--- config.mk ---
export PLATFORM = sky130hd
export DESIGN_NAME = lsu_addr_unit
export DESIGN_NICKNAME = d
export VERILOG_FILES = /design/src/rtl/lsu_pkg.sv /design/src/rtl/lsu_decode.sv /design/src/rtl/lsu_addr_gen.sv /design/src/rtl/lsu_req_stage.sv /design/src/rtl/lsu_addr_unit.sv
export SDC_FILE = /design/constraint.sdc
export NUM_CORES = 1
export LEC_CHECK = 0
export BUFFER_PORTS_ARGS = -buffer_cell sky130_fd_sc_hd__buf_4
export CAP_MARGIN = 20
export CORE_MARGIN = 2
export CORE_UTILIZATION = 50
export CTS_CLUSTER_DIAMETER = 50
export DETAILED_ROUTE_END_ITERATION = 10
export PLACE_DENSITY = 0.82
export SYNTH_ARGS = -nofsm -noshare
export SYNTH_HDL_FRONTEND = slang
export SYNTH_HIERARCHICAL = 1
export SYNTH_SLANG_ARGS = --single-unit
--- constraint.sdc ---
create_clock -name clk -period 0.8 [get_ports clk]
set_input_delay 0.16 -clock clk [delete_from_list [all_inputs] [get_ports clk]]
set_output_delay 0.16 -clock clk [all_outputs]
set_load 0.005 [all_outputs]
--- src/rtl/lsu_pkg.sv ---
package lsu_pkg;

   typedef enum logic [2:0] {
      K_NONE,
      K_LOAD,
      K_STORE,
      K_PUSH,
      K_POP
   } acc_kind_e;

   typedef enum logic [1:0] {
      M_ABS,
      M_DISP,
      M_INDEX,
      M_STACK
   } amode_e;

   typedef struct packed {
      acc_kind_e kind;
      amode_e    mode;
   } lsu_ctl_t;

   function automatic logic kind_reads(acc_kind_e k);
      return (k == K_LOAD) || (k == K_POP);
   endfunction

   function automatic logic kind_writes(acc_kind_e k);
      return (k == K_STORE) || (k == K_PUSH);
   endfunction

endpackage

--- src/rtl/lsu_decode.sv ---
module lsu_decode
   import lsu_pkg::*;
#(
   parameter int XLEN       = 32,
   parameter int OPC_W      = 5,
   parameter int IDX_W      = 5,
   parameter int XOP_W      = 12,
   parameter int OP_LD_ABS  = 1,
   parameter int OP_LD_DSP  = 2,
   parameter int OP_ST_ABS  = 3,
   parameter int OP_ST_DSP  = 4,
   parameter int OP_EXT     = 31,
   parameter int XOP_LD_IDX = 17,
   parameter int XOP_ST_IDX = 18,
   parameter int XOP_PUSH   = 21,
   parameter int XOP_POP    = 22
) (
   input  logic [XLEN-1:0]  instr,
   output lsu_ctl_t         ctl,
   output logic [IDX_W-1:0] fld1,
   output logic [IDX_W-1:0] fld2,
   output logic [XLEN-1:0]  abs_addr,
   output logic [XLEN-1:0]  disp_val
);

   localparam int OPC_LSB = XLEN - OPC_W;
   localparam int F1_LSB  = OPC_LSB - IDX_W;
   localparam int F2_LSB  = F1_LSB - IDX_W;
   localparam int F3_LSB  = F2_LSB - IDX_W;
   localparam int ABS_W   = F1_LSB;
   localparam int DISP_W  = F2_LSB;

   generate
      if (F3_LSB < XOP_W) begin : g_bad_format
         $error("lsu_decode: extended opcode field overlaps third register field");
      end
      if (OPC_W < 1 || IDX_W < 1) begin : g_bad_width
         $error("lsu_decode: field widths must be positive");
      end
   endgenerate

   logic [OPC_W-1:0] opc;
   logic [XOP_W-1:0] xop;

   assign opc      = instr[XLEN-1:OPC_LSB];
   assign xop      = instr[XOP_W-1:0];
   assign fld1     = instr[OPC_LSB-1:F1_LSB];
   assign fld2     = instr[F1_LSB-1:F2_LSB];
   assign abs_addr = {{(XLEN-ABS_W){1'b0}}, instr[ABS_W-1:0]};
   assign disp_val = {{(XLEN-DISP_W){instr[DISP_W-1]}}, instr[DISP_W-1:0]};

   always_comb begin
      ctl = '{kind: K_NONE, mode: M_ABS};
      if (opc == OPC_W'(OP_LD_ABS)) begin
         ctl = '{kind: K_LOAD, mode: M_ABS};
      end else if (opc == OPC_W'(OP_ST_ABS)) begin
         ctl = '{kind: K_STORE, mode: M_ABS};
      end else if (opc == OPC_W'(OP_LD_DSP)) begin
         ctl = '{kind: K_LOAD, mode: M_DISP};
      end else if (opc == OPC_W'(OP_ST_DSP)) begin
         ctl = '{kind: K_STORE, mode: M_DISP};
      end else if (opc == OPC_W'(OP_EXT)) begin
         if (xop == XOP_W'(XOP_LD_IDX)) begin
            ctl = '{kind: K_LOAD, mode: M_INDEX};
         end else if (xop == XOP_W'(XOP_ST_IDX)) begin
            ctl = '{kind: K_STORE, mode: M_INDEX};
         end else if (xop == XOP_W'(XOP_PUSH)) begin
            ctl = '{kind: K_PUSH, mode: M_STACK};
         end else if (xop == XOP_W'(XOP_POP)) begin
            ctl = '{kind: K_POP, mode: M_STACK};
         end
      end
   end

endmodule

--- src/rtl/lsu_addr_gen.sv ---
module lsu_addr_gen
   import lsu_pkg::*;
#(
   parameter int XLEN         = 32,
   parameter bit SHARED_ADDER = 1'b1,
   parameter int STACK_STEP   = 1
) (
   input  amode_e          mode,
   input  logic            push_op,
   input  logic [XLEN-1:0] base_a,
   input  logic [XLEN-1:0] base_b,
   input  logic [XLEN-1:0] base_c,
   input  logic [XLEN-1:0] abs_addr,
   input  logic [XLEN-1:0] disp_val,
   output logic [XLEN-1:0] eff_addr,
   output logic [XLEN-1:0] ptr_next
);

   localparam logic [XLEN-1:0] STEP_UP   = XLEN'(STACK_STEP);
   localparam logic [XLEN-1:0] STEP_DOWN = -STEP_UP;

   generate
      if (STACK_STEP < 1) begin : g_bad_step
         $error("lsu_addr_gen: stack step must be at least one word");
      end

      if (SHARED_ADDER) begin : g_shared
         logic [XLEN-1:0] opx;
         logic [XLEN-1:0] opy;
         logic [XLEN-1:0] sum;

         always_comb begin
            case (mode)
               M_ABS: begin
                  opx = abs_addr;
                  opy = '0;
               end
               M_DISP: begin
                  opx = base_b;
                  opy = disp_val;
               end
               M_INDEX: begin
                  opx = base_b;
                  opy = base_c;
               end
               default: begin
                  opx = base_a;
                  opy = push_op ? STEP_UP : STEP_DOWN;
               end
            endcase
         end

         assign sum      = opx + opy;
         assign ptr_next = sum;
         assign eff_addr = ((mode == M_STACK) && !push_op) ? base_a : sum;
      end else begin : g_split
         logic [XLEN-1:0] sum_disp;
         logic [XLEN-1:0] sum_idx;
         logic [XLEN-1:0] ptr_inc;
         logic [XLEN-1:0] ptr_dec;

         assign sum_disp = base_b + disp_val;
         assign sum_idx  = base_b + base_c;
         assign ptr_inc  = base_a + STEP_UP;
         assign ptr_dec  = base_a - STEP_UP;
         assign ptr_next = push_op ? ptr_inc : ptr_dec;

         always_comb begin
            case (mode)
               M_ABS:   eff_addr = abs_addr;
               M_DISP:  eff_addr = sum_disp;
               M_INDEX: eff_addr = sum_idx;
               default: eff_addr = push_op ? ptr_inc : base_a;
            endcase
         end
      end
   endgenerate

endmodule

--- src/rtl/lsu_req_stage.sv ---
module lsu_req_stage
   import lsu_pkg::*;
#(
   parameter int XLEN  = 32,
   parameter int IDX_W = 5
) (
   input  logic             clk,
   input  logic             rst_n,
   input  logic             issue_valid,
   input  acc_kind_e        kind,
   input  logic [IDX_W-1:0] fld1,
   input  logic [IDX_W-1:0] fld2,
   input  logic [XLEN-1:0]  eff_addr,
   input  logic [XLEN-1:0]  ptr_next,
   input  logic [XLEN-1:0]  base_a,
   input  logic [XLEN-1:0]  base_b,
   input  logic [XLEN-1:0]  mem_rdata,
   output logic             mem_rd_en,
   output logic             mem_wr_en,
   output logic [XLEN-1:0]  mem_addr,
   output logic [XLEN-1:0]  mem_wdata,
   output logic             ptr_wr_en,
   output logic [IDX_W-1:0] ptr_wr_idx,
   output logic [XLEN-1:0]  ptr_wr_data,
   output logic             ld_wr_en,
   output logic [IDX_W-1:0] ld_wr_idx,
   output logic [XLEN-1:0]  ld_wr_data
);

   logic             go;
   logic             rd_nxt;
   logic             wr_nxt;
   logic             ptr_nxt;
   logic [XLEN-1:0]  wdata_nxt;
   logic [IDX_W-1:0] dest_nxt;
   logic [IDX_W-1:0] dest_q;

   assign go        = issue_valid && (kind != K_NONE);
   assign rd_nxt    = go && kind_reads(kind);
   assign wr_nxt    = go && kind_writes(kind);
   // a pop into its own pointer keeps only the loaded word
   assign ptr_nxt   = go && ((kind == K_PUSH) || ((kind == K_POP) && (fld1 != fld2)));
   assign wdata_nxt = (kind == K_PUSH) ? base_b : base_a;
   assign dest_nxt  = (kind == K_POP) ? fld2 : fld1;

   always_ff @(posedge clk or negedge rst_n) begin
      if (!rst_n) begin
         mem_rd_en   <= 1'b0;
         mem_wr_en   <= 1'b0;
         mem_addr    <= '0;
         mem_wdata   <= '0;
         ptr_wr_en   <= 1'b0;
         ptr_wr_idx  <= '0;
         ptr_wr_data <= '0;
         dest_q      <= '0;
      end else begin
         mem_rd_en   <= rd_nxt;
         mem_wr_en   <= wr_nxt;
         mem_addr    <= eff_addr;
         mem_wdata   <= wdata_nxt;
         ptr_wr_en   <= ptr_nxt;
         ptr_wr_idx  <= fld1;
         ptr_wr_data <= ptr_next;
         dest_q      <= dest_nxt;
      end
   end

   always_ff @(posedge clk or negedge rst_n) begin
      if (!rst_n) begin
         ld_wr_en  <= 1'b0;
         ld_wr_idx <= '0;
      end else begin
         ld_wr_en  <= mem_rd_en;
         ld_wr_idx <= dest_q;
      end
   end

   assign ld_wr_data = mem_rdata;

   p_one_strobe_r10: assert property (@(posedge clk) disable iff (!rst_n)
      !(mem_rd_en && mem_wr_en));

   p_wb_after_read_r5: assert property (@(posedge clk) disable iff (!rst_n)
      ld_wr_en |-> $past(mem_rd_en));

   p_ptr_has_access_r6: assert property (@(posedge clk) disable iff (!rst_n)
      ptr_wr_en |-> (mem_rd_en || mem_wr_en));

   p_push_at_new_ptr_r6: assert property (@(posedge clk) disable iff (!rst_n)
      (mem_wr_en && ptr_wr_en) |-> (mem_addr == ptr_wr_data));

   p_pop_steps_back_r7: assert property (@(posedge clk) disable iff (!rst_n)
      (mem_rd_en && ptr_wr_en) |-> (ptr_wr_data == mem_addr - XLEN'(1)));

   p_idle_quiet_r9: assert property (@(posedge clk) disable iff (!rst_n)
      !$past(issue_valid) |-> !(mem_rd_en || mem_wr_en || ptr_wr_en));

endmodule

--- src/rtl/lsu_addr_unit.sv ---
module lsu_addr_unit
   import lsu_pkg::*;
#(
   parameter int XLEN         = 32,
   parameter int OPC_W        = 5,
   parameter int IDX_W        = 5,
   parameter int XOP_W        = 12,
   parameter bit SHARED_ADDER = 1'b1,
   parameter int STACK_STEP   = 1
) (
   input  logic             clk,
   input  logic             rst_n,
   input  logic             issue_valid,
   input  logic [XLEN-1:0]  issue_instr,
   input  logic [XLEN-1:0]  opnd_a,
   input  logic [XLEN-1:0]  opnd_b,
   input  logic [XLEN-1:0]  opnd_c,
   output logic             mem_rd_en,
   output logic             mem_wr_en,
   output logic [XLEN-1:0]  mem_addr,
   output logic [XLEN-1:0]  mem_wdata,
   input  logic [XLEN-1:0]  mem_rdata,
   output logic             ptr_wr_en,
   output logic [IDX_W-1:0] ptr_wr_idx,
   output logic [XLEN-1:0]  ptr_wr_data,
   output logic             ld_wr_en,
   output logic [IDX_W-1:0] ld_wr_idx,
   output logic [XLEN-1:0]  ld_wr_data
);

   lsu_ctl_t         ctl;
   logic [IDX_W-1:0] fld1;
   logic [IDX_W-1:0] fld2;
   logic [XLEN-1:0]  abs_addr;
   logic [XLEN-1:0]  disp_val;
   logic [XLEN-1:0]  eff_addr;
   logic [XLEN-1:0]  ptr_next;

   lsu_decode #(
      .XLEN  (XLEN),
      .OPC_W (OPC_W),
      .IDX_W (IDX_W),
      .XOP_W (XOP_W)
   ) u_dec (
      .instr    (issue_instr),
      .ctl      (ctl),
      .fld1     (fld1),
      .fld2     (fld2),
      .abs_addr (abs_addr),
      .disp_val (disp_val)
   );

   lsu_addr_gen #(
      .XLEN         (XLEN),
      .SHARED_ADDER (SHARED_ADDER),
      .STACK_STEP   (STACK_STEP)
   ) u_agen (
      .mode     (ctl.mode),
      .push_op  (ctl.kind == K_PUSH),
      .base_a   (opnd_a),
      .base_b   (opnd_b),
      .base_c   (opnd_c),
      .abs_addr (abs_addr),
      .disp_val (disp_val),
      .eff_addr (eff_addr),
      .ptr_next (ptr_next)
   );

   lsu_req_stage #(
      .XLEN  (XLEN),
      .IDX_W (IDX_W)
   ) u_req (
      .clk         (clk),
      .rst_n       (rst_n),
      .issue_valid (issue_valid),
      .kind        (ctl.kind),
      .fld1        (fld1),
      .fld2        (fld2),
      .eff_addr    (eff_addr),
      .ptr_next    (ptr_next),
      .base_a      (opnd_a),
      .base_b      (opnd_b),
      .mem_rdata   (mem_rdata),
      .mem_rd_en   (mem_rd_en),
      .mem_wr_en   (mem_wr_en),
      .mem_addr    (mem_addr),
      .mem_wdata   (mem_wdata),
      .ptr_wr_en   (ptr_wr_en),
      .ptr_wr_idx  (ptr_wr_idx),
      .ptr_wr_data (ptr_wr_data),
      .ld_wr_en    (ld_wr_en),
      .ld_wr_idx   (ld_wr_idx),
      .ld_wr_data  (ld_wr_data)
   );

endmodule

==> out/qor.yml, run 1 <==
cts:
  cts_max_level: 4
  cts_made_buffers: 17
  clock-root-buffer: "clkbuf_16"
  cts.sinks: 115
  clk_path_buf_depth: 2
logic_synthesis:
  avgSynthCellArea_um2: 9.55
  synth-seq-area-share_pct: 36.4
  synth.most_common_cell: "dfrtp_1"
  yosys_register_bits: 115
  synth_top_family_by_area: "compound AO/OA/AOI/OAI gates"
  synthMuxAreaShare_pct: 8.81
  ys_warn_count: 6
  synthDominantCellAreaShare_pct: 36.4
  synth_top_cell_by_area: "dfrtp_1"
  synth_area_leaders: "dfrtp_1, buf_4, mux2_4"
  synth_area_um2: 7910
  yosysUniqueCellTypes: 74
  async_flop_share_pct: 100
  synthFlopType: "dfrtp_1"
  syn-instance-count: 829
  synth_edf_count: 0
  synth_compound_area_share_pct: 18.6
  synthXorXnorAreaFrac_pct: 3.98
  synthAdderAreaFrac_pct: 5.79
  synth.top_cells.by_count: "dfrtp_1, buf_4, nand2_1, nor2_1, o21ai_0"
  yosys.area_share.simple_pct: 13.0
placement:
  routabilityCongestion: 0.981
  dpl_worst_slack_ns: -3.34
  port_buffers: 240
  dp_hpwl_um: 20400
run_status:
  lastStage: "5_1_grt"
  status: "did not finish"
  error: "[ERROR GRT-0232] Routing congestion too high. Check the congestion heatmap in the GUI."
floorplanning:
  initial_core_util_pct: 51.7
  fp.dieW_um: 130
  die_h_um: 130
  num_rows: 45
  io_pins: 305
grt:
  grt_use_total_pct: 72.9
  grt_overflow_total: 106
  grt_max_degree: 49
timing:
  worst_endpoint: "u_req/mem_addr[30]$_DFF_PN0_/D"
  worstEpCategory: "register input"
[per-layer routing]
| metal | GRT overflow | track usage (%) |
|---|---|---|
| met5 | 0 | 7.35 |
| met3 | 0 | 53.3 |
| met1 | 0 | 70.4 |
| met4 | 54 | 79.3 |
| met2 | 52 | 94.2 |
[metrics by stage]
step	instances	setup TNS, ns	utilization, %	area, um2	hold slack, ns
after detailed placement	1334	-235.53	72.1	11000	0.0197
after global placement	1334	-227.69	72.1	11000	0.0161
after CTS	1469	-210.77	89.2	13700	0.0139
after floorplan	838	-183.83	-	8470	-0.136
[cells by family after synthesis]
logic type,after synthesis
AND/OR/NAND/NOR,216
flip-flops,115
XOR/XNOR,36
AO/OA/AOI/OAI,208
buffers and inverters,165
multiplexers,52
adder cells (fa/ha/maj),36
other,1
[repair_timing]
item / CTS
setup buffers: 71
gates cloned: 2
endpoints found under the setup margin: 214
gates resized for setup: 221
pin swaps: 100
endpoints found under the hold margin: 158
hold buffers: 44
==> run 2, diff against run 1 <==
--- a/config.mk
+++ b/config.mk
@@ -8,10 +8,9 @@
 export BUFFER_PORTS_ARGS = -buffer_cell sky130_fd_sc_hd__buf_4
 export CAP_MARGIN = 20
 export CORE_MARGIN = 2
-export CORE_UTILIZATION = 50
-export CTS_CLUSTER_DIAMETER = 50
+export CORE_UTILIZATION = 35
 export DETAILED_ROUTE_END_ITERATION = 10
-export PLACE_DENSITY = 0.82
+export PLACE_DENSITY_LB_ADDON = 0.15
 export SYNTH_ARGS = -nofsm -noshare
 export SYNTH_HDL_FRONTEND = slang
 export SYNTH_HIERARCHICAL = 1
==> run 2 against run 1 <==
Synthesized area did not move. The flow now finishes, with violations (negative setup slack). Synthesized cell count did not move.
==> out/qor.yml, run 2 <==
worst_setup_path:
  crit_chain: "buf_8 > nor4_4 > nand4_1 > o21ai_2 > buf_4 > buf_6 > ha_4 > buf_12 > buf_12 > buf_4 > a221oi_4 > nor2_4 > fa_2 > a21o_4 > nand4_1 > a2111oi_4 > nor3_2 > buf_4 > a22oi_2 > xor2_2 > mux2_4"
  reg2reg_slack_ns: 0.28
  endpoint_kind: "flip-flop"
  crit_buf_inv: 7
  critPathKind: "input pin to flip-flop"
  cpLargestDelayFamily: "compound AO/OA/AOI/OAI gates"
  crit_required_ns: 1.10
  slowest_delay_ns: 0.43
  start_kind: "input pin"
  cp_slowest_cell: "a2111oi_4"
  crit_fanout: 5
  cp.arrival_ns: 3.86
  path_common_cell: "buf_4"
floorplanning:
  die-area_um2: 23800
  io_pins: 305
  fp.dieW_um: 154
  num_rows: 55
  initial_core_util_pct: 35.3
  die_h_um: 154
  core-area_um2: 22400
cells_and_area:
  drive_gt1_share_pct: 66.2
  register_area_um2: 2880
  finalNonFillerCells: 1573
  multi_input_area_um2: 5830
  final_area_um2: 15400
  reg.largest.list: "u_req/mem_addr: 32 flops, u_req/mem_wdata: 32 flops, u_req/ptr_wr_data: 32 flops"
  layout_commonest_cell: "buf_4"
  area_delta_synth_final_pct: 94.2
  final_cell_mix: "buf_4, buf_6, dfrtp_1"
  antennaDiodeCount: 0
  n_fill_cell: 1622
  nNetsFinal: 1474
timing:
  hold_viol: 0
  period_minus_slack_ns: 3.56
  maxSlewViolCount: 0
  timing.fmax_mhz: 281
  fin_ws_ns: -2.76
  rsz0062_at_grt: "yes"
  setup_viol: 214
  fin_crit_sh_pct: 445
  skew_ns: 0.00229
logic_synthesis:
  synth_area_um2: 7910
  synth.most_common_cell: "dfrtp_1"
  synthDominantCellAreaShare_pct: 36.4
  synth_top_cell_by_area: "dfrtp_1"
  synth-seq-area-share_pct: 36.4
  avgSynthCellArea_um2: 9.55
  async_flop_share_pct: 100
  yosysUniqueCellTypes: 74
  ys_warn_count: 6
  synth_edf_count: 0
  synthFlopType: "dfrtp_1"
  synth.top_cells.by_count: "dfrtp_1, buf_4, nand2_1, nor2_1, o21ai_0"
  synth_area_leaders: "dfrtp_1, buf_4, mux2_4"
  yosys_register_bits: 115
  syn-instance-count: 829
placement:
  port_buffers: 240
  postPlaceCellArea_um2: 11300
  dp_cells: 1415
  dp_hpwl_um: 21200
  routabilityCongestion: 0.942
cts:
  clk_path_buf_depth: 2
  cts_made_buffers: 17
  cts_max_level: 4
  clock-root-buffer: "clkbuf_16"
  clock_latency_ns: 0.42
  cts.sinks: 115
  cts_tree: "done"
  path_clk_slew_ns: 0.06
detailed_routing:
  avgViaCountPerCell: 5.15
  route.detailed.drc: 0
  vias: 8106
  first_pass_iters: 5
  drtIter0Drc: 456
  ant_nets: 0
  routed_wl_um: 32400
  wire_per_inst_um: 20.6
grt:
  grt_pass1_wl_um: 47900
  grt_pass1_vias: 8537
  grt_use_total_pct: 26.2
  grt_overflow_total: 0
  antenna_found_initial: 0
  grt_max_degree: 61
run_status:
  status: "finished, violations left"
  violations: "negative setup slack"
pwr:
  peakVddDrop_uv: 1220
  power.density_nw_per_um2: 1330
  p_leak_nw: 7.19
min_path:
  hp-class: "input pin to flip-flop"
job:
  drv_cap: 0
[run 2: cell counts after synthesis]
Identical to the previous run, type by type.
[run 2: cell families (layout without fill, tap and decap cells)]
| logic type | Yosys count | in the layout | share of synthesized area [%] |
|---|---|---|---|
| AO/OA/AOI/OAI | 208 | 208 | 18.6 |
| XOR/XNOR | 36 | 36 | 3.98 |
| adder cells (fa/ha/maj) | 36 | 36 | 5.79 |
| buffers and inverters | 165 | 615 | 13.4 |
| flip-flops | 115 | 115 | 36.4 |
| multiplexers | 52 | 52 | 8.81 |
| other | 1 | 10 | 0.0474 |
| AND/OR/NAND/NOR | 216 | 216 | 13.0 |
[run 2: final cells by class]
| type | instances | share of cell area [%] |
|---|---|---|
| Multi-Input combinational cell | 558 | 37.9 |
| Timing Repair Buffer | 572 | 36.5 |
| Sequential cell | 115 | 18.7 |
| Clock buffer | 20 | 2.97 |
| Tap cell | 285 | 2.32 |
| Clock inverter | 12 | 1.32 |
| Inverter | 11 | 0.285 |
[run 2: power by group]
part | leakage [nW] | internal (mW) | total, mW | switching (mW)
Clock | 0.309 | 5.70 | 8.72 | 3.02
Combinational | 5.53 | 3.06 | 5.24 | 2.18
Sequential | 1.35 | 6.28 | 6.52 | 0.236
Total | 7.19 | 15.0 | 20.5 | 5.43
[run 2: through the flow]
stage          setup slack (ns)  hold slack (ns)  utilization (%)  setup TNS, ns  power, mW
2_1_floorplan             -2.76           -0.136                -        -183.83       8.32
4_1_cts                   -2.62           0.0159             64.8        -212.81       20.2
3_3_place_gp              -3.18            0.195             50.2        -226.88       10.4
6_report                  -2.76           0.0343             68.5        -215.12       20.5
5_1_grt                   -2.93           0.0139             68.5        -231.27       21.3
3_5_place_dp              -3.28            0.193             50.2        -234.92       10.4
[run 2: repair_timing]
| item | CTS | global route |
|---|---|---|
| resized for setup | 349 | 131 |
| setup buffers | 56 | 42 |
| hold endpoints to repair | 156 | 0 |
| hold buffers | 40 | 0 |
| setup endpoints to repair | 214 | 214 |
| pin swaps | 110 | 92 |
| cloned | 10 | 1 |
[run 2: final timing paths]
kind                                                 from                       endpoint  depth (start not counted)
worst max-delay path                      issue_instr[10]   u_req/mem_addr[28]$_DFF_PN0_                         21
worst min-delay path                          issue_valid      u_req/ptr_wr_en$_DFF_PN0_                          2
worst max register to register  u_req/mem_rd_en$_DFF_PN0_       u_req/ld_wr_en$_DFF_PN0_                          0
worst min register to register  u_req/dest_q[2]$_DFF_PN0_   u_req/ld_wr_idx[2]$_DFF_PN0_                          0
max in group asynchronous                           rst_n    u_req/mem_addr[9]$_DFF_PN0_                          3
min in group asynchronous                           rst_n  u_req/ptr_wr_idx[2]$_DFF_PN0_                          3
[run 2: metal layers]
metal	GRT usage [%]	vias to the layer above	part of all wire [%]	routed length, um
li1	-	3745	-	-
met1	33.3	4033	42	13700
met2	44.9	277	50	16300
met3	5.88	51	5.6	1820
met4	7.19	0	1.6	523
met5	0	-	0	0
Power figures use the tool's default switching activity.
==> run 3, diff against run 2 <==
==> constraint.sdc (replaced) <==
create_clock -name clk -period 3.9 [get_ports clk]
set_input_delay 0.78 -clock clk [delete_from_list [all_inputs] [get_ports clk]]
set_output_delay 0.78 -clock clk [all_outputs]
set_load 0.005 [all_outputs]
==> run 3 against run 2 <==
Critical endpoint is now u_req/mem_addr[12]$_DFF_PN0_. Total power decreased by 82%. Highest routed layer is now met5. Sequential share of layout area increased by 4.9 points. Largest power group unchanged. Hold slack improved by 0.31 ns. The flow still finishes with violations (negative setup slack). Via count decreased by 12%. Sequential power decreased by 80%. Flip-flop and latch count unchanged. First-iteration DRC count decreased by 38%. Critical path depth decreased by 3.
==> out/qor.yml, run 3 (synthesis results as in run 2) <==
detailed_routing:
  ant_nets: 0
  route.detailed.drc: 0
  first_pass_iters: 4
  routed_wl_um: 26200
  avgViaCountPerCell: 5.02
  drtIter0Drc: 284
  vias: 7130
  wire_per_inst_um: 18.4
worst_setup_path:
  slowest_delay_ns: 0.36
  critPathKind: "input pin to flip-flop"
  path_common_cell: "a221oi_4"
  cpLargestDelayFamily: "compound AO/OA/AOI/OAI gates"
  endpoint_kind: "flip-flop"
  crit_fanout: 8
  crit_chain: "buf_8 > nor4b_4 > nand4_1 > o21ai_2 > inv_2 > ha_4 > bufbuf_16 > a221oi_4 > nor2_4 > fa_2 > a21o_1 > a221oi_4 > o21ai_4 > buf_4 > a21oi_2 > o21ai_1 > xor2_1 > mux2_2"
  cp.arrival_ns: 4.42
  cp_slowest_cell: "nor4b_4"
  crit_required_ns: 4.20
  start_kind: "input pin"
  crit_buf_inv: 4
cts:
  clock_latency_ns: 0.41
  path_clk_slew_ns: 0.06
  cts_tree: "done"
  cts-hold-fix-buffers: 0
  clk_path_buf_depth: 2
  cts.sinks: 115
  clock-root-buffer: "clkbuf_16"
  cts_max_level: 4
  cts_made_buffers: 17
timing:
  fin_ws_ns: -0.219
  setup_viol: 25
  whs_ns: 0.347
  hold_viol: 0
  timing.fmax_mhz: 243
  slew_headroom_pct: 56.7
  rsz0062_at_grt: "yes"
  skew_ns: 0.00323
  fin_crit_sh_pct: 106
  maxSlewViolCount: 0
  tightest_slew_ns: 0.649
  period_minus_slack_ns: 4.12
pwr:
  peakVddDrop_uv: 272
  total_power_mw: 3.76
  p_leak_nw: 5.89
  power.density_nw_per_um2: 308
cells_and_area:
  n_fill_cell: 2005
  drive_gt1_share_pct: 57.1
  register_area_um2: 2880
  multi_input_area_um2: 4980
  area_delta_synth_final_pct: 54.1
  antennaDiodeCount: 0
  reg.largest.list: "u_req/mem_addr: 32 flops, u_req/mem_wdata: 32 flops, u_req/ptr_wr_data: 32 flops"
  finalNonFillerCells: 1419
  nNetsFinal: 1320
  final_cell_mix: "buf_4, dfrtp_1, nand2_1"
  layout_commonest_cell: "buf_4"
  finish.utilization_pct: 54.4
floorplanning:
  initial_core_util_pct: 35.3
  fp.dieW_um: 154
  io_pins: 305
  die_h_um: 154
  core-area_um2: 22400
  num_rows: 55
  die-area_um2: 23800
grt:
  grt_overflow_total: 0
  grt_pass1_vias: 7345
  grt_use_total_pct: 21.6
  grt_pass1_wl_um: 39900
  grt_max_degree: 116
  antenna_found_initial: 1
min_path:
  hp-class: "flip-flop to flip-flop"
placement:
  dp_hpwl_um: 19600
  port_buffers: 240
  routabilityCongestion: 0.881
  dp_cells: 1370
job:
  drv_cap: 0
run_status:
  violations: "negative setup slack"
  status: "finished, violations left"
run 3: path summary, 6_finish.rpt:
check / start / endpoint / slack, ns / depth (start not counted)
min reg2reg: u_req/dest_q[2]$_DFF_PN0_ / u_req/ld_wr_idx[2]$_DFF_PN0_ / 0.35 / 0
max reg2reg: u_req/mem_rd_en$_DFF_PN0_ / u_req/ld_wr_en$_DFF_PN0_ / 3.41 / 0
max: issue_instr[7] / u_req/mem_addr[12]$_DFF_PN0_ / -0.22 / 18
min: u_req/dest_q[2]$_DFF_PN0_ / u_req/ld_wr_idx[2]$_DFF_PN0_ / 0.35 / 0
min in group asynchronous: rst_n / u_req/ld_wr_idx[3]$_DFF_PN0_ / 0.45 / 2
max in group asynchronous: rst_n / u_req/ptr_wr_data[13]$_DFF_PN0_ / 2.95 / 2
run 3: per-layer routing:
metal	global-route usage, %	vias to the layer above	wire [um]
met2	36.7	215	12800
met4	6.66	2	408
met3	4.88	36	1560
li1	-	3423	-
met5	0	-	13
met1	27.5	3454	11400
run 3: layout make-up:
class / instances / share of cell area, %
multi-input combinational: 558 / 40.8
timing repair buffer: 418 / 27.4
tap: 285 / 2.92
clock buffer: 23 / 3.84
clock inverter: 9 / 1.06
sequential: 115 / 23.6
inverter: 11 / 0.339
run 3: through the flow:
| stage | TNS (ns) | setup slack, ns | area [um2] |
|---|---|---|---|
| after floorplan | -3.45 | -0.279 | 8400 |
| after global placement | -23.48 | -0.684 | 10700 |
| after detailed placement | -27.02 | -0.778 | 10700 |
| after CTS | -1.68 | -0.165 | 11800 |
| after global routing | -9.47 | -0.408 | 12200 |
| final | -3.12 | -0.219 | 12200 |
run 3: power by group:
part	switching, mW	total [mW]	internal, mW	leakage (nW)
Clock	0.578	1.61	1.04	0.287
Combinational	0.370	0.828	0.458	4.25
Sequential	0.0268	1.31	1.29	1.35
run 3: what timing repair did:
item / 4_1_cts / 5_1_grt
setup buffers: 12 / 7
cloned: 1 / 0
resized for setup: 75 / 66
endpoints found under the setup margin: 34 / 44
pin swaps: 52 / 34
==> run 4, diff against run 3 <==
--- a/config.mk
+++ b/config.mk
@@ -7,8 +7,10 @@
 export LEC_CHECK = 0
 export BUFFER_PORTS_ARGS = -buffer_cell sky130_fd_sc_hd__buf_4
 export CAP_MARGIN = 20
+export CELL_PAD_IN_SITES_DETAIL_PLACEMENT = 0
+export CELL_PAD_IN_SITES_GLOBAL_PLACEMENT = 2
 export CORE_MARGIN = 2
-export CORE_UTILIZATION = 35
+export CORE_UTILIZATION = 29
 export DETAILED_ROUTE_END_ITERATION = 10
 export PLACE_DENSITY_LB_ADDON = 0.15
 export SYNTH_ARGS = -nofsm -noshare
==> run 4 against run 3 <==
The run still ends with negative setup slack left. Largest power group unchanged. Die area rose by 20%. Combinational power rose by 4.5%. Register-to-register slack barely moved. Hold slack got worse by 0.00063 ns. First-iteration DRC count rose by 17%. Critical path depth fell by 1. Setup slack got worse by 0.098 ns. Routed wire length rose by 10%.
==> out/qor.yml, run 4 (synthesis results as in run 2) <==
run_status:
  status: "finished, violations left"
  violations: "negative setup slack"
grt:
  grt_pass1_wl_um: 43700
  grt_pass1_vias: 7472
  grt_max_degree: 67
  grt_use_total_pct: 20.1
  antenna_found_initial: 0
  grt_overflow_total: 0
pwr:
  peakVddDrop_uv: 198
  intPower_mw: 2.62
  power_frac_comb_pct: 23.4
  p_clk_share_pct: 41.1
  pwr-share-seq_pct: 35.5
  switchingPower_mw: 1.08
  p_leak_nw: 6.12
  switching_share_pct: 29.2
  power.density_nw_per_um2: 291
  total_power_mw: 3.70
floorplanning:
  die-area_um2: 28600
  die_h_um: 169
  fp.dieW_um: 169
  num_rows: 60
  initial_core_util_pct: 29.4
  io_pins: 305
  core-area_um2: 26900
timing:
  fin_ws_ns: -0.317
  period_minus_slack_ns: 4.22
  rsz0062_at_grt: "yes"
  timing.fmax_mhz: 237
  maxSlewViolCount: 0
  hold_viol: 0
  setup_viol: 32
  slew_headroom_pct: 55.0
  tightest_slew_ns: 0.675
  fin_crit_sh_pct: 108
  skew_ns: 0.000247
min_path:
  hold_start: "u_req/dest_q[3]$_DFF_PN0_"
  hp-class: "flip-flop to flip-flop"
  whs_path_depth: 0
cells_and_area:
  layout_commonest_cell: "buf_4"
  n_fill_cell: 2583
  nNetsFinal: 1356
  reg.largest.list: "u_req/mem_addr: 32 flops, u_req/mem_wdata: 32 flops, u_req/ptr_wr_data: 32 flops"
  drive_gt1_share_pct: 60.9
  final_cell_mix: "buf_4, dfrtp_1, nand2_1"
  antennaDiodeCount: 0
  multi_input_area_um2: 5190
  area_delta_synth_final_pct: 60.6
  register_area_um2: 2880
  final_area_um2: 12700
worst_setup_path:
  cp.depth: 17
  cpLargestDelayFamily: "compound AO/OA/AOI/OAI gates"
  slowest_delay_ns: 0.38
  endpoint_kind: "flip-flop"
  start_kind: "input pin"
  r2r_cells: 0
  crit_buf_inv: 3
  critPathKind: "input pin to flip-flop"
  rr_startpoint: "u_req/mem_rd_en$_DFF_PN0_"
  cp.arrival_ns: 4.52
  path_common_cell: "buf_8"
  crit_chain: "buf_8 > nor4b_4 > nand4_1 > o21ai_2 > inv_2 > ha_4 > buf_8 > a221o_1 > ha_2 > fa_2 > a21o_1 > a221oi_4 > o21ai_4 > o211ai_4 > nand2_2 > xor2_2 > mux2_4"
  crit_fanout: 5
  startpoint: "issue_instr[6]"
  cp_slowest_cell: "nor4b_4"
  crit_required_ns: 4.21
placement:
  routabilityCongestion: 0.809
  dp_hpwl_um: 21600
  postPlaceCellArea_um2: 10800
  port_buffers: 240
cts:
  cts_max_level: 4
  clock-root-buffer: "clkbuf_16"
  cts_tree: "done"
  clk_path_buf_depth: 2
  cts.sinks: 115
  path_clk_slew_ns: 0.06
  clock_latency_ns: 0.42
  cts_made_buffers: 17
detailed_routing:
  avgViaCountPerCell: 4.83
  vias: 7299
  first_pass_iters: 5
  ant_nets: 0
  wire_per_inst_um: 19.1
  route.detailed.drc: 0
  routed_wl_um: 28900
  drtIter0Drc: 333
job:
  drv_cap: 0
==> run 4: path summary, 6_finish.rpt <==
kind                                                      end  slack, ns
worst max-delay path             u_req/mem_addr[22]$_DFF_PN0_      -0.32
max in group asynchronous        u_req/mem_addr[10]$_DFF_PN0_       2.69
worst min-delay path             u_req/ld_wr_idx[3]$_DFF_PN0_       0.35
worst max register to register       u_req/ld_wr_en$_DFF_PN0_       3.40
worst min register to register   u_req/ld_wr_idx[3]$_DFF_PN0_       0.35
min in group asynchronous       u_req/mem_wdata[17]$_DFF_PN0_       0.37
==> run 4: power groups by stage <==
stage	combinational (mW)	clock, mW	sequential [mW]
2_1_floorplan	0.355	0	1.35
3_3_place_gp	0.757	0	1.34
3_5_place_dp	0.757	0	1.34
4_1_cts	0.825	1.56	1.32
5_1_grt	0.939	1.62	1.32
6_report	0.865	1.52	1.31
==> run 4: area by class of cell <==
type	count	area share [%]
Clock buffer	19	3.56
Clock inverter	13	0.768
Inverter	11	0.325
Multi-Input combinational cell	558	40.8
Sequential cell	115	22.6
Tap cell	341	3.36
Timing Repair Buffer	454	28.5
==> run 4: what timing repair did <==
| action | 4_1_cts | 5_1_grt |
|---|---|---|
| pin swaps | 74 | 61 |
| cloned | 2 | 0 |
| buffers inserted | 31 | 25 |
| hold buffers | 0 | 0 |
| setup endpoints to repair | 44 | 43 |
| gates resized for setup | 118 | 87 |
==> run 4: through the flow <==
step	hold WS [ns]	setup TNS (ns)	utilization [%]	setup slack, ns	cells
3_3_place_gp	0.333	-29.15	40.1	-0.883	1431
2_1_floorplan	0.331	-3.45	-	-0.279	838
4_1_cts	0.350	-2.55	45.2	-0.238	1491
5_1_grt	0.351	-8.88	47.3	-0.435	1511
6_report	0.346	-4.44	47.3	-0.317	1511
3_5_place_dp	0.335	-31.02	40.1	-0.912	1431
==> run 4: metal layers <==
metal,vias up,GRT usage (%),routed length [um]
met5,-,0,0
met4,0,4.38,427
met3,35,3.75,1510
met2,224,34.0,14000
met1,3536,26.7,12900
li1,3504,-,-
